===== src/rtl/burst_order_pkg.sv =====
// Package: shared encodings for the burst column order generator.
// Assumes the length and order fields use the memory's mode-bit encodings.
package burst_order_pkg;
    localparam int COL_W  = 3;
    localparam int CODE_W = 3;
    localparam int BEAT_W = COL_W;
    localparam logic [CODE_W-1:0] LEN_CODE_4 = 3'b010;
    localparam logic [CODE_W-1:0] LEN_CODE_8 = 3'b011;

    typedef enum logic {
        ORD_SEQ   = 1'b0,
        ORD_INTLV = 1'b1
    } order_e;
endpackage


===== src/rtl/burst_cfg_decode.sv =====
// Module: burst_cfg_decode
// Decodes the burst-length code into a legal flag and an eight-beat flag.
// Assumes only the two legal codes from the package; everything else is reserved.
module burst_cfg_decode
    import burst_order_pkg::*;
(
    input  logic [CODE_W-1:0] len_code_i,
    output logic              len_ok_o,
    output logic              is8_o
);
    // Purpose: classify the code as 4-beat, 8-beat or reserved.
    always_comb begin
        len_ok_o = 1'b0;
        is8_o    = 1'b0;
        case (len_code_i)
            LEN_CODE_4: len_ok_o = 1'b1;
            LEN_CODE_8: begin
                len_ok_o = 1'b1;
                is8_o    = 1'b1;
            end
            default: ;
        endcase
    end
endmodule


===== src/rtl/burst_beat_seq.sv =====
// Module: burst_beat_seq
// Counts the beats of one burst, flags the final beat and decides whether a
// start is accepted. A start is taken when idle or on the final beat.
// Assumes len_ok_i and is8_i are decoded from the same cycle's request.
module burst_beat_seq
    import burst_order_pkg::*;
(
    input  logic              clk,
    input  logic              rst_n,
    input  logic              start_i,
    input  logic              len_ok_i,
    input  logic              is8_i,
    output logic              active_o,
    output logic [BEAT_W-1:0] beat_o,
    output logic              last_o,
    output logic              load_o,
    output logic              err_o
);
    localparam logic [BEAT_W-1:0] FINAL_4 = BEAT_W'(3);
    localparam logic [BEAT_W-1:0] FINAL_8 = BEAT_W'(7);

    logic is8_q;
    logic accept;

    // Purpose: flag the final beat of the running burst.
    always_comb begin
        last_o = active_o && (beat_o == (is8_q ? FINAL_8 : FINAL_4));
    end

    assign accept = start_i && (!active_o || last_o);
    assign load_o = accept && len_ok_i;

    // Purpose: start, advance and end bursts; register the error pulse.
    always_ff @(posedge clk) begin
        if (!rst_n) begin
            active_o <= 1'b0;
            beat_o   <= '0;
            is8_q    <= 1'b0;
            err_o    <= 1'b0;
        end else begin
            err_o <= accept && !len_ok_i;
            if (load_o) begin
                active_o <= 1'b1;
                beat_o   <= '0;
                is8_q    <= is8_i;
            end else if (last_o) begin
                active_o <= 1'b0;
                beat_o   <= '0;
            end else if (active_o) begin
                beat_o <= beat_o + 1'b1;
            end
        end
    end

    AST_ERR_NO_BEAT: assert property (@(posedge clk) disable iff (!rst_n)
        err_o |-> !active_o);

    AST_BEAT_STEP: assert property (@(posedge clk) disable iff (!rst_n)
        (active_o && !last_o) |=> (active_o && beat_o == BEAT_W'($past(beat_o) + 1'b1)));

    AST_FINAL_LIMIT: assert property (@(posedge clk) disable iff (!rst_n)
        (active_o && !is8_q) |-> (beat_o <= FINAL_4));
endmodule


===== src/rtl/burst_offset_map.sv =====
// Module: burst_offset_map
// Maps the start column, beat number and ordering to a column offset.
// Assumes beat_i stays below 4 for four-beat bursts, which keeps bit 2 fixed.
module burst_offset_map
    import burst_order_pkg::*;
(
    input  logic [COL_W-1:0]  start_col_i,
    input  logic [BEAT_W-1:0] beat_i,
    input  order_e            order_i,
    output logic [COL_W-1:0]  col_off_o
);
    localparam int NIB_W = COL_W - 1;

    logic [NIB_W-1:0] wrap_low;

    // Purpose: sequential wrap inside a nibble; the nibble flips after beat 3.
    always_comb begin
        wrap_low = start_col_i[NIB_W-1:0] + beat_i[NIB_W-1:0];
        if (order_i == ORD_INTLV)
            col_off_o = start_col_i ^ beat_i;
        else
            col_off_o = {start_col_i[COL_W-1] ^ beat_i[COL_W-1], wrap_low};
    end
endmodule


===== src/rtl/burst_order_gen.sv =====
// Module: burst_order_gen (top)
// Issues one column offset per clock for a 4- or 8-beat burst in sequential
// (nibble-wrapped) or interleaved order, with a final-beat flag and an error
// pulse for reserved length codes.
// Assumes the request fields are valid in the same cycle as start_i.
module burst_order_gen
    import burst_order_pkg::*;
(
    input  logic             clk,
    input  logic             rst_n,
    input  logic             start_i,
    input  logic [COL_W-1:0] start_col_i,
    input  logic [CODE_W-1:0] len_code_i,
    input  logic             order_i,
    output logic             beat_vld_o,
    output logic [COL_W-1:0] col_off_o,
    output logic             last_o,
    output logic             cfg_err_o
);
    logic              len_ok;
    logic              is8;
    logic              load;
    logic [BEAT_W-1:0] beat;
    logic [COL_W-1:0]  col_q;
    order_e            ord_q;

    burst_cfg_decode u_dec (
        .len_code_i (len_code_i),
        .len_ok_o   (len_ok),
        .is8_o      (is8)
    );

    burst_beat_seq u_seq (
        .clk      (clk),
        .rst_n    (rst_n),
        .start_i  (start_i),
        .len_ok_i (len_ok),
        .is8_i    (is8),
        .active_o (beat_vld_o),
        .beat_o   (beat),
        .last_o   (last_o),
        .load_o   (load),
        .err_o    (cfg_err_o)
    );

    // Purpose: hold the accepted start column and ordering for the burst.
    always_ff @(posedge clk) begin
        if (!rst_n) begin
            col_q <= '0;
            ord_q <= ORD_SEQ;
        end else if (load) begin
            col_q <= start_col_i;
            ord_q <= order_e'(order_i);
        end
    end

    burst_offset_map u_map (
        .start_col_i (col_q),
        .beat_i      (beat),
        .order_i     (ord_q),
        .col_off_o   (col_off_o)
    );

    AST_FIRST_AFTER_START: assert property (@(posedge clk) disable iff (!rst_n)
        $rose(beat_vld_o) |-> $past(start_i));

    AST_MID_START_IGNORED: assert property (@(posedge clk) disable iff (!rst_n)
        (beat_vld_o && !last_o) |=> ($stable(col_q) && $stable(ord_q)));

    AST_LAST_WITH_BEAT: assert property (@(posedge clk) disable iff (!rst_n)
        last_o |-> beat_vld_o);
endmodule


===== config.mk =====
export PLATFORM = sky130hd
export DESIGN_NAME = burst_order_gen
export DESIGN_NICKNAME = d
export VERILOG_FILES = /design/src/rtl/burst_order_pkg.sv /design/src/rtl/burst_cfg_decode.sv /design/src/rtl/burst_beat_seq.sv /design/src/rtl/burst_offset_map.sv /design/src/rtl/burst_order_gen.sv
export SDC_FILE = /design/constraint.sdc
export NUM_CORES = 1
export LEC_CHECK = 0
export CAP_MARGIN = 40
export CORE_MARGIN = 4
export CORE_UTILIZATION = 35
export DETAILED_ROUTE_END_ITERATION = 6
export MAX_ROUTING_LAYER = met4
export PLACE_DENSITY = 0.62
export SYNTH_ARGS = -nofsm -noshare
export SYNTH_HDL_FRONTEND = slang
export SYNTH_HIERARCHICAL = 1
export SYNTH_SLANG_ARGS = --single-unit

===== constraint.sdc =====
create_clock -name clk -period 2.1 [get_ports clk]
set_input_delay 0.525 -clock clk [delete_from_list [all_inputs] [get_ports clk]]
set_output_delay 0.525 -clock clk [all_outputs]
set_load 0.03 [all_outputs]

Yosys cells after proc, flatten, opt, wreduce, memory -nomap -nowiden
Index checks and enable logic that the tools add are counted.
{ "totals": {"reg_bits": 10, "in_bits": 10, "output_inout_bits": 6, "elab_cells": 30} }
{ "classes": {"n_addsub": 2, "n_eq_ne": 3, "muxes": 6, "bitwise_logic": 3, "reduce_logical": 10} }
{ "op_table": {"columns": ["operator", "n"], "rows": [
  ["3-bit by 2-bit == test with 1-bit output (second input constant)", 2],
  ["3-bit 2-to-1 mux", 2],
  ["1-bit logical AND", 4],
  ["1-bit 2-to-1 mux", 4],
  ["3-bit by 1-bit adder with 3-bit output (second input constant)", 1],
  ["3-bit == test", 1],
  ["3-bit OR reduction", 1],
  ["3-bit bitwise XOR", 1],
  ["2-bit adder", 1],
  ["1-bit zero test", 2],
  ["2-bit nonzero test", 1],
  ["2-bit OR reduction", 1],
  ["1-bit logical OR", 1],
  ["1-bit inverter", 1],
  ["1-bit bitwise XOR", 1]
]} }

Depth between registers and ports, before layout
Gate-level depths: netlist of the first run.
{ "depth": {"ltp_word": 7, "depth_mapped": 7, "mapped_depth_nobuf": 6} }

By module
Netlist of the first run, hierarchy kept.
{ "modules_own_cells": {"columns": ["mod", "n_inst", "cells_per_inst", "area_per_inst_um2", "seq_area_each_um2"], "rows": [
  ["burst_beat_seq", 1, 33, 280.3, 120.1],
  ["burst_order_gen", 1, 13, 156.4, 80.1],
  ["burst_offset_map", 1, 6, 48.8, 0.0],
  ["burst_cfg_decode", 1, 2, 15.0, 0.0]
]} }

Worst setup path after synthesis of the first run
OpenSTA, ideal clock, no wires.
{ "synth_path": {"path_kind": "flip-flop to output port", "startpoint": "register u_seq.beat_o[0]", "endpoint": "output port col_off_o[1]", "t_arrival_ns": 1.133, "t_required_ns": 1.575, "path_slack_ns": 0.442, "path_stages_with_launch": 4, "path_buffers": 0, "path_cell_list": "dfxtp_1 -> ha_1 -> nor2b_1 -> xnor2_1"} }
{ "synth_via": {"elab_chain_cells": 2} }
{ "synth_rtl": {"columns": ["element", "line", "source"], "rows": [
  ["from (decl)", "burst_beat_seq.sv:14", "output logic [BEAT_W-1:0] beat_o,"],
  ["from (signal assigned)", "burst_beat_seq.sv:50", "beat_o <= beat_o + 1'b1;"],
  ["2-bit adder", "burst_offset_map.sv:18", "wrap_low = start_col_i[NIB_W-1:0] + beat_i[NIB_W-1:0];"],
  ["3-bit 2-to-1 mux", "burst_offset_map.sv:19", "if (order_i == ORD_INTLV)"],
  ["to (decl)", "burst_order_gen.sv:16", "output logic [COL_W-1:0] col_off_o,"]
]} }
No other way between the ends.

Final worst setup path of the first run
{ "layout_path": {"startpoint": "register u_seq.beat_o[2]", "endpoint": "output port col_off_o[2]"} }
{ "layout_via": {"elab_chain_cells": 2, "word_cells_on_any_way": 3, "cone_classes": "mux: 1; bitwise: 2"} }
{ "layout_rtl": {"columns": ["element", "line"], "rows": [
  ["1-bit bitwise XOR or 3-bit bitwise XOR (tied branches)", "burst_offset_map.sv:22, burst_offset_map.sv:20"],
  ["3-bit 2-to-1 mux *", "burst_offset_map.sv:19"]
]} }
Mark *: on every way between the ends. The rest lies on a longest branch, timed or not.

==> reports/qor.csv, run 1 <==
metric,value,unit
outcome,"complete, no violations",
cts_root_buf,clkbuf_4,
core-area,1318,um2
cp_num_buf_inv,1,
path_cells,xor2_1 > clkdlybuf4s50_1,
dpl.cell_count,85,
clock_latency,0.26,ns
tightest_slew,0.3226,ns
grt-ovfl-total,0,
reg2reg_to,col_q[0],
clk_pin_slew,0.06,ns
worst_clock_skew,0.001769,ns
grt_pass1_vias,421,
yosysUniqueCellTypes,22,
diodes,0,
r2r_slack,0.38,ns
p_leak,0.2978,nW
min_period,2.029,ns
cp_max_fo,5,
die_height,45.82,um
vias_per_cell,4.852,
synth_seq_area_share,0.4000,
cts_tree,done,
drt-met1-wl,462,um
required,1.57,ns
synth_cells,54,
grt_max_degree,10,
power.density,562.8,nW/um2
synth_edf_count,0,
grt_usage,0.1253,
finalHoldViolCount,0,
synth_top_flop_cell,dfxtp_1,
critPathLaunchType,flop,
ir_drop,376.9,uV
wirelength,990,um
fin_crit_sh,0.9664,
layout_setup_ws,0.07051,ns
synth_top_area_cell,dfxtp_1,
antenna_found_initial,0,
r2r_cells,8,
cp.arrival,1.50,ns
met2_length,407,um
yosysTopAreaCellShare,0.4000,
stdcell_count,88,
ios,16,
setup_viol,0,
path_delay_family,buffers and inverters,
setup_tns,0,ns
cts.sinks,10,
slowest_stage,clkdlybuf4s50_1,
clock.fmax,0.4927,GHz
h-tree-depth,1,
vias,427,
fin_nets,87,
synthTopCellsByArea,"dfxtp_1 40%, nor2b_1 10%, mux2i_1 8.0%, ha_1 5.0%, nand4b_1 3.5%",
gp_congestion,0.8458,
rsz0062_at_grt,no,
die_area,2099,um2
grt_first_pass_wirelength,1.711,mm
dr.max_layer_used,met4,
netlist_top_cells_count,"10 x dfxtp_1, 8 x nor2b_1, 4 x mux2i_1, 4 x nand2_1",
final_max_slew_viol_count,0,
dr.pass1.iters,3,
r2r_start,u_seq/beat_o[0],
syn-num-nets,66,
dp_hpwl,785.2,um
pre_cts_slack,0.1066,ns
syn2layout_area_growth,40.00,%
met3RoutedLength,82,um
post-route-drc-count,0,
ant_nets,0,
routedWlPerCell,11.25,um
cpPeakStageDelay,0.68,ns
start_util,0.3799,
ys_ff_latch,10,
slew_headroom,0.7846,
synthArstFlopShare,0,
syn_area,500.5,um2
drt_iter0_drc,1,
syn_avg_cell_area,9.268,um2
min_from,u_seq/is8_q,
port_buffers,15,
min_path_type,flop to flop,
synth.most_common_cell,dfxtp_1,
rows,13,
min_path_cells,2,
post_cts_buffers,0,
cap_violations,0,
die_x,45.82,um
cts_max_path_buffers,2,
cts_buffers,3,
cts.hold.buffers_added,0,
drive_gt1_frac,0.08219,
yosysWarnings,6,
path_class,flop to output pin,
endpoint_kind,output pin,
hold_path_end,u_seq/beat_o[2],
==> per-stage QoR <==
| step | instance area [um2] | utilization | hold WS [ns] | total power [mW] |
|---|---|---|---|---|
| floorplan | 500.5 | - | 0.4767 | 0.2395 |
| global placement | 676.9 | 0.5138 | 0.4949 | 0.2742 |
| detailed placement | 676.9 | 0.5138 | 0.5140 | 0.2745 |
| CTS | 696.9 | 0.5290 | 0.5223 | 0.4048 |
| global route | 700.7 | 0.5318 | 0.5327 | 0.4270 |
| finish | 700.7 | 0.5318 | 0.5227 | 0.3943 |
==> worst min-delay path: stages, from the launching register on <==
cell	delay [ns]
dfxtp_1	0.32
nand4b_1	0.09
a21oi_1	0.06
==> what timing repair did <==
item                       in CTS  in global routing
pin swaps                       0                  0
resized for setup               2                  2
setup endpoints to repair       2                  2
==> layout by cell type, fill, tap and decap left out, drive strengths merged, types with 3 or more instances in the layout <==
cell type	synthesis	routed
clkdlybuf4s50	0	12
o21ai	4	4
nand2	4	4
clkbuf	1	3
nor2b	8	8
buf	1	3
mux2i	4	4
dfxtp	10	10
a21oi	3	3
==> flip-flops by register name, summed over array words and instances (netlist names) <==
signal and flops:
u_seq/active_o 1, u_seq/beat_o 3, u_seq/err_o 1, ord_q 1
u_seq/is8_q 1, col_q 3
==> metal layers <==
| layer | up-vias | GRT usage |
|---|---|---|
| met5 | - | - |
| met4 | 0 | 0.1023 |
| met3 | 5 | 0.04743 |
| met2 | 14 | 0.1560 |
| met1 | 179 | 0.1553 |
| li1 | 229 | - |
==> cell families (layout without fill, tap and decap cells) <==
group,after synthesis,in the layout,share of synthesized area
AOI/OAI and AO/OA,10,10,0.1125
xor gates and xnor gates,4,4,0.07001
adders and majority gates,2,2,0.04999
buffers and inverters,4,23,0.04500
DFF,10,10,0.4000
muxes,4,4,0.08000
and+or+nand+nor,20,20,0.2425
==> power breakdown <==
group,total (mW),internal (mW),switching [mW],leakage (nW)
logic,0.0675,0.0370,0.0305,0.203
registers,0.201,0.196,0.00513,0.0813
clock network,0.126,0.0659,0.0597,0.0138
total,0.394,0.299,0.0953,0.298
==> worst max-delay path by stage <==
stage                               start           end  slack (ns)  depth (start not counted)
after floorplan           u_seq/beat_o[0]  col_off_o[1]        0.44                          3
after global placement    u_seq/beat_o[0]  col_off_o[1]        0.12                          4
after detailed placement  u_seq/beat_o[0]  col_off_o[1]        0.11                          4
after CTS                 u_seq/beat_o[0]  col_off_o[0]        0.01                          2
after global routing      u_seq/beat_o[2]  col_off_o[2]       0.005                          2
final                     u_seq/beat_o[2]  col_off_o[2]        0.07                          2
==> final cells by class <==
cell class,instances,area [um2]
repair buffers,18,173.9
clock buffers,3,22.52
flip-flops and latches,10,200.2
well taps,15,18.77
multi-input cells,40,277.8
inverters,2,7.507
fillers,130,616.8
No activity file was read; power rests on OpenSTA's default activity.
==> run 2, diff against run 1 <==
- CAP_MARGIN: 40 -> 0
- CTS_BUF_LIST: unset -> sky130_fd_sc_hd__clkbuf_16
==> run 2 against run 1 <==
Effect of this change: final area is 7.0% higher; maximum frequency fell by 0.38%; first-iteration DRC count rose to 3.0 times the previous value; combinational power about the same; global-route usage up 0.41 points; sequential cell count unchanged; hold slack about the same.
==> reports/qor.csv, run 2 (synthesized netlist as in run 1, its figures left out) <==
metric,value,unit
vias,424,
drive_gt1_frac,0.08219,
cp_max_fo,4,
cts_buffers,3,
core-area,1318,um2
power.density,796.1,nW/um2
final_common_cell,clkdlybuf4s50_1,
fin_crit_sh,0.9701,
syn2layout_area_growth,49.75,%
antenna_found_initial,0,
path_cells,ha_1 > clkdlybuf4s50_1,
hold_ws,0.5222,ns
fin_util,0.5689,
finalHoldViolCount,0,
dpl.cell_count,85,
path_class,flop to output pin,
clock.fmax,0.4909,GHz
min_period,2.037,ns
swShare,0.1946,
dp_hpwl,785.2,um
clkPwrFrac,0.547,
diodes,0,
r2r_start,u_seq/beat_o[0],
cts.sinks,10,
seqPwrFrac,0.339,
start_util,0.3799,
ant_nets,0,
drt_iter0_drc,3,
grt_usage,0.1294,
r2r_cells,8,
endpoint_kind,output pin,
wirelength,1.020,mm
dr.pass1.iters,3,
min_path_type,flop to flop,
reg.largest.list,"col_q (3), u_seq/beat_o (3)",
outcome,"complete, no violations",
r2r_slack,0.39,ns
ios,16,
fin_nets,87,
grt-ovfl-total,0,
port_buffers,15,
grt_max_degree,10,
fillers,125,
layout_setup_ws,0.06273,ns
clock_latency,0.23,ns
slowest_stage,clkdlybuf4s50_1,
grt_first_pass_wirelength,1.697,mm
pre_cts_slack,0.1066,ns
cap_violations,0,
clk_pin_slew,0.04,ns
critPathLaunchType,flop,
slew_headroom,0.7917,
reg2reg_to,col_q[0],
die_area,2099,um2
rows,13,
required,1.57,ns
min_path_cells,2,
cts_tree,done,
rsz0062_at_grt,no,
tightest_slew,0.3103,ns
final_max_slew_viol_count,0,
setup_viol,0,
cp.arrival,1.51,ns
routedWlPerCell,11.59,um
grt_pass1_vias,406,
h-tree-depth,1,
ir_drop,680.5,uV
hold_path_end,u_seq/beat_o[2],
pwr-share-comb,0.114,
p_int,480.6,uW
layout_common_cells,"13 x clkdlybuf4s50_1, 10 x dfxtp_1, 8 x nor2b_1",
cts_max_path_buffers,2,
setup_tns,0,ns
cp_num_buf_inv,1,
post-route-drc-count,0,
die_x,45.82,um
path_delay_family,buffers and inverters,
vias_per_cell,4.818,
cpPeakStageDelay,0.67,ns
min_from,u_seq/is8_q,
p_switching,116.1,uW
die_height,45.82,um
stdcell_count,88,
finalPower,596.7,uW
cts_root_buf,clkbuf_16,
dpl_cell_area,676.9,um2
worst_clock_skew,0.0006388,ns
stdcell_area,749.5,um2
p_leak,0.3079,nW
gp_congestion,0.8458,
## run 2: cell types whose count changed in the layout (fill, tap and decap cells not counted), sizes merged
cell / before / now
clkdlybuf4s50: 12 / 13
dlygate4sd2: 1 / 2
dlymetal6s2s: 1 / 0
clkdlybuf4s15: 1 / 0
## run 2: metal layers
metal | global-route usage | share of wire | routed length (um)
met2 | 0.1532 | 0.40 | 406
met5 | - | 0 | 0
met1 | 0.1553 | 0.47 | 476
met4 | 0.1193 | 0.045 | 46
met3 | 0.05929 | 0.089 | 91
## run 2: worst max path at each step
stage | from | end | cells after the start
floorplan | u_seq/beat_o[0] | col_off_o[1] | 3
global placement | u_seq/beat_o[0] | col_off_o[1] | 4
detailed placement | u_seq/beat_o[0] | col_off_o[1] | 4
CTS | u_seq/beat_o[0] | col_off_o[0] | 2
global route | u_seq/beat_o[0] | col_off_o[0] | 2
finish | u_seq/beat_o[0] | col_off_o[0] | 2
## run 2: area by class of cell
| cell class | instances | area [um2] | area share |
|---|---|---|---|
| clock buffers | 3 | 75.07 | 0.1002 |
| flip-flops and latches | 10 | 200.2 | 0.2671 |
| repair buffers | 18 | 170.2 | 0.2270 |
| inverters | 2 | 7.507 | 0.01002 |
| multi-input cells | 40 | 277.8 | 0.3706 |
| well taps | 15 | 18.77 | 0.02504 |
## run 2: what timing repair did
item | CTS | global route
hold buffers | 0 | 0
setup endpoints to repair | 2 | 0
setup buffers | 0 | 0
hold endpoints to repair | 0 | 0
resized for setup | 2 | 0
## run 2: power groups by stage
stage | clock, mW | combinational [mW] | sequential, mW
global placement | 0 | 0.0688 | 0.205
floorplan | 0 | 0.0308 | 0.209
global route | 0.351 | 0.0742 | 0.203
CTS | 0.339 | 0.0684 | 0.202
detailed placement | 0 | 0.0689 | 0.206
finish | 0.326 | 0.0678 | 0.202
## run 2: worst register-to-register path: stages, from the launching register on
cell and delay [ns]:
dfxtp_1 0.37, ha_1 0.20, buf_4 0.14, inv_1 0.04
o21ai_1 0.27, nor2b_1 0.17, buf_4 0.15, mux2i_1 0.19
nor2b_1 0.06
==> run 3, diff against run 2 <==
- SKIP_LAST_GASP: unset -> 1
- TNS_END_PERCENT: unset -> 50
==> run 3 against run 2 <==
Effect of this change: final area rose by 0.50%; combinational power barely moved; largest cell class unchanged; utilization rose by 0.28 points; count of clock-buffer cells in the layout did not move; critical path depth did not move; non-clock buffer count did not move; sequential share of layout area fell by 0.13 points; routed wire length rose by 0.29%; critical endpoint unchanged; final cell count did not move; setup slack did not move; highest routed layer unchanged; register-to-register slack barely moved.
==> reports/qor.csv, run 3 (synthesized netlist as in run 1, its figures left out) <==
metric,value,unit
diodes,0,
die_height,45.82,um
grt-ovfl-total,0,
setup_viol,0,
dr.pass1.iters,3,
grt_first_pass_wirelength,1.697,mm
stdcell_count,88,
ir_drop,680.5,uV
worst_clock_skew,0.0006388,ns
dpl_cell_area,676.9,um2
ios,16,
finalHoldViolCount,0,
die_x,45.82,um
pre_cts_slack,0.1066,ns
cts_tree,done,
path_cells,ha_1 > clkdlybuf4s50_1,
fin_nets,87,
grt_max_degree,10,
drt-met1-wl,477,um
tightest_slew,0.3103,ns
required,1.57,ns
wirelength,1.023,mm
outcome,"complete, no violations",
clk_pin_slew,0.04,ns
dp_hpwl,785.2,um
power.density,792.1,nW/um2
final_common_cell,clkdlybuf4s50_1,
min_from,u_seq/is8_q,
syn2layout_area_growth,50.50,%
cpPeakStageDelay,0.67,ns
clock_latency,0.23,ns
grt_pass1_vias,406,
critPathLaunchType,flop,
port_buffers,15,
layout_common_cells,"13 x clkdlybuf4s50_1, 10 x dfxtp_1, 8 x nor2b_1",
cts_max_path_buffers,2,
setup_tns,0,ns
slowest_stage,clkdlybuf4s50_1,
ant_nets,0,
met3RoutedLength,91,um
path_class,flop to output pin,
antenna_found_initial,0,
gp_congestion,0.8458,
stdcell_area,753.2,um2
start_util,0.3799,
reg.largest.list,"col_q (3), u_seq/beat_o (3)",
min_path_type,flop to flop,
endpoint_kind,output pin,
clock.fmax,0.4909,GHz
vias,424,
layout_setup_ws,0.06273,ns
r2r_cells,8,
reg2reg_to,col_q[0],
rsz0062_at_grt,no,
min_path_cells,2,
core-area,1318,um2
p_leak,0.3218,nW
post-route-drc-count,0,
die_area,2099,um2
routedWlPerCell,11.63,um
h-tree-depth,1,
dpl.cell_count,85,
cp.arrival,1.51,ns
cap_violations,0,
cp_max_fo,4,
drt_iter0_drc,3,
final_max_slew_viol_count,0,
dr.max_layer_used,met4,
cts.sinks,10,
cts_buffers,3,
cts_root_buf,clkbuf_16,
vias_per_cell,4.818,
slew_headroom,0.7917,
min_period,2.037,ns
grt_usage,0.1294,
rows,13,
met2_length,407,um
hold_path_end,u_seq/beat_o[2],
r2r_slack,0.39,ns
r2r_start,u_seq/beat_o[0],
fin_crit_sh,0.9701,
drive_gt1_frac,0.08219,
[run 3: changes by cell type in the layout (fill, tap and decap cells not counted)]
| cell | before | now |
|---|---|---|
| dlymetal6s2s_1 | 0 | 1 |
| dlygate4sd2_1 | 2 | 1 |
[run 3: through the flow]
step                  util  hold slack, ns  power (mW)
global placement    0.5138          0.4949      0.2742
detailed placement  0.5138          0.5140      0.2745
global route        0.5717          0.5286      0.6288
CTS                 0.5698          0.5190      0.6099
finish              0.5717          0.5222      0.5967
floorplan                -          0.4767      0.2395
[run 3: worst max-delay path: cells and delay by family (launching register included)]
family,cells,cell delay (ns)
fa+ha+maj,1,0.28
buf+inv,1,0.67
flops,1,0.33
[run 3: power by group]
part	internal (mW)	switching (mW)
sequential	0.197	0.00512
combinational	0.0371	0.0306
clock	0.246	0.0803
[run 3: final cells by class]
cell class                 count  area (um2)
fill                         126       564.3
clock buffer                   3       75.07
sequential                    10       200.2
multi-input combinational     40       277.8
inverter                       2       7.507
tap                           15       18.77
timing repair buffer          18       173.9
[run 3: repair_timing]
action / in CTS / in global routing
gates resized for setup: 1 / 1
hold buffers: 0 / 0
setup endpoints to repair: 2 / 1
setup buffers: 0 / 0
[run 3: routing by layer]
metal / vias up / GRT usage
met5: - / -
met4: 0 / 0.1193
met3: 5 / 0.05929
met2: 14 / 0.1532
met1: 176 / 0.1553
li1: 229 / -
[run 3: worst max path at each step]
stage,start,end,slack [ns]
3_5_place_dp,u_seq/beat_o[0],col_off_o[1],0.11
6_report,u_seq/beat_o[0],col_off_o[0],0.06
5_1_grt,u_seq/beat_o[0],col_off_o[0],0.02
3_3_place_gp,u_seq/beat_o[0],col_off_o[1],0.12
2_1_floorplan,u_seq/beat_o[0],col_off_o[1],0.44
4_1_cts,u_seq/beat_o[1],last_o,-0.08
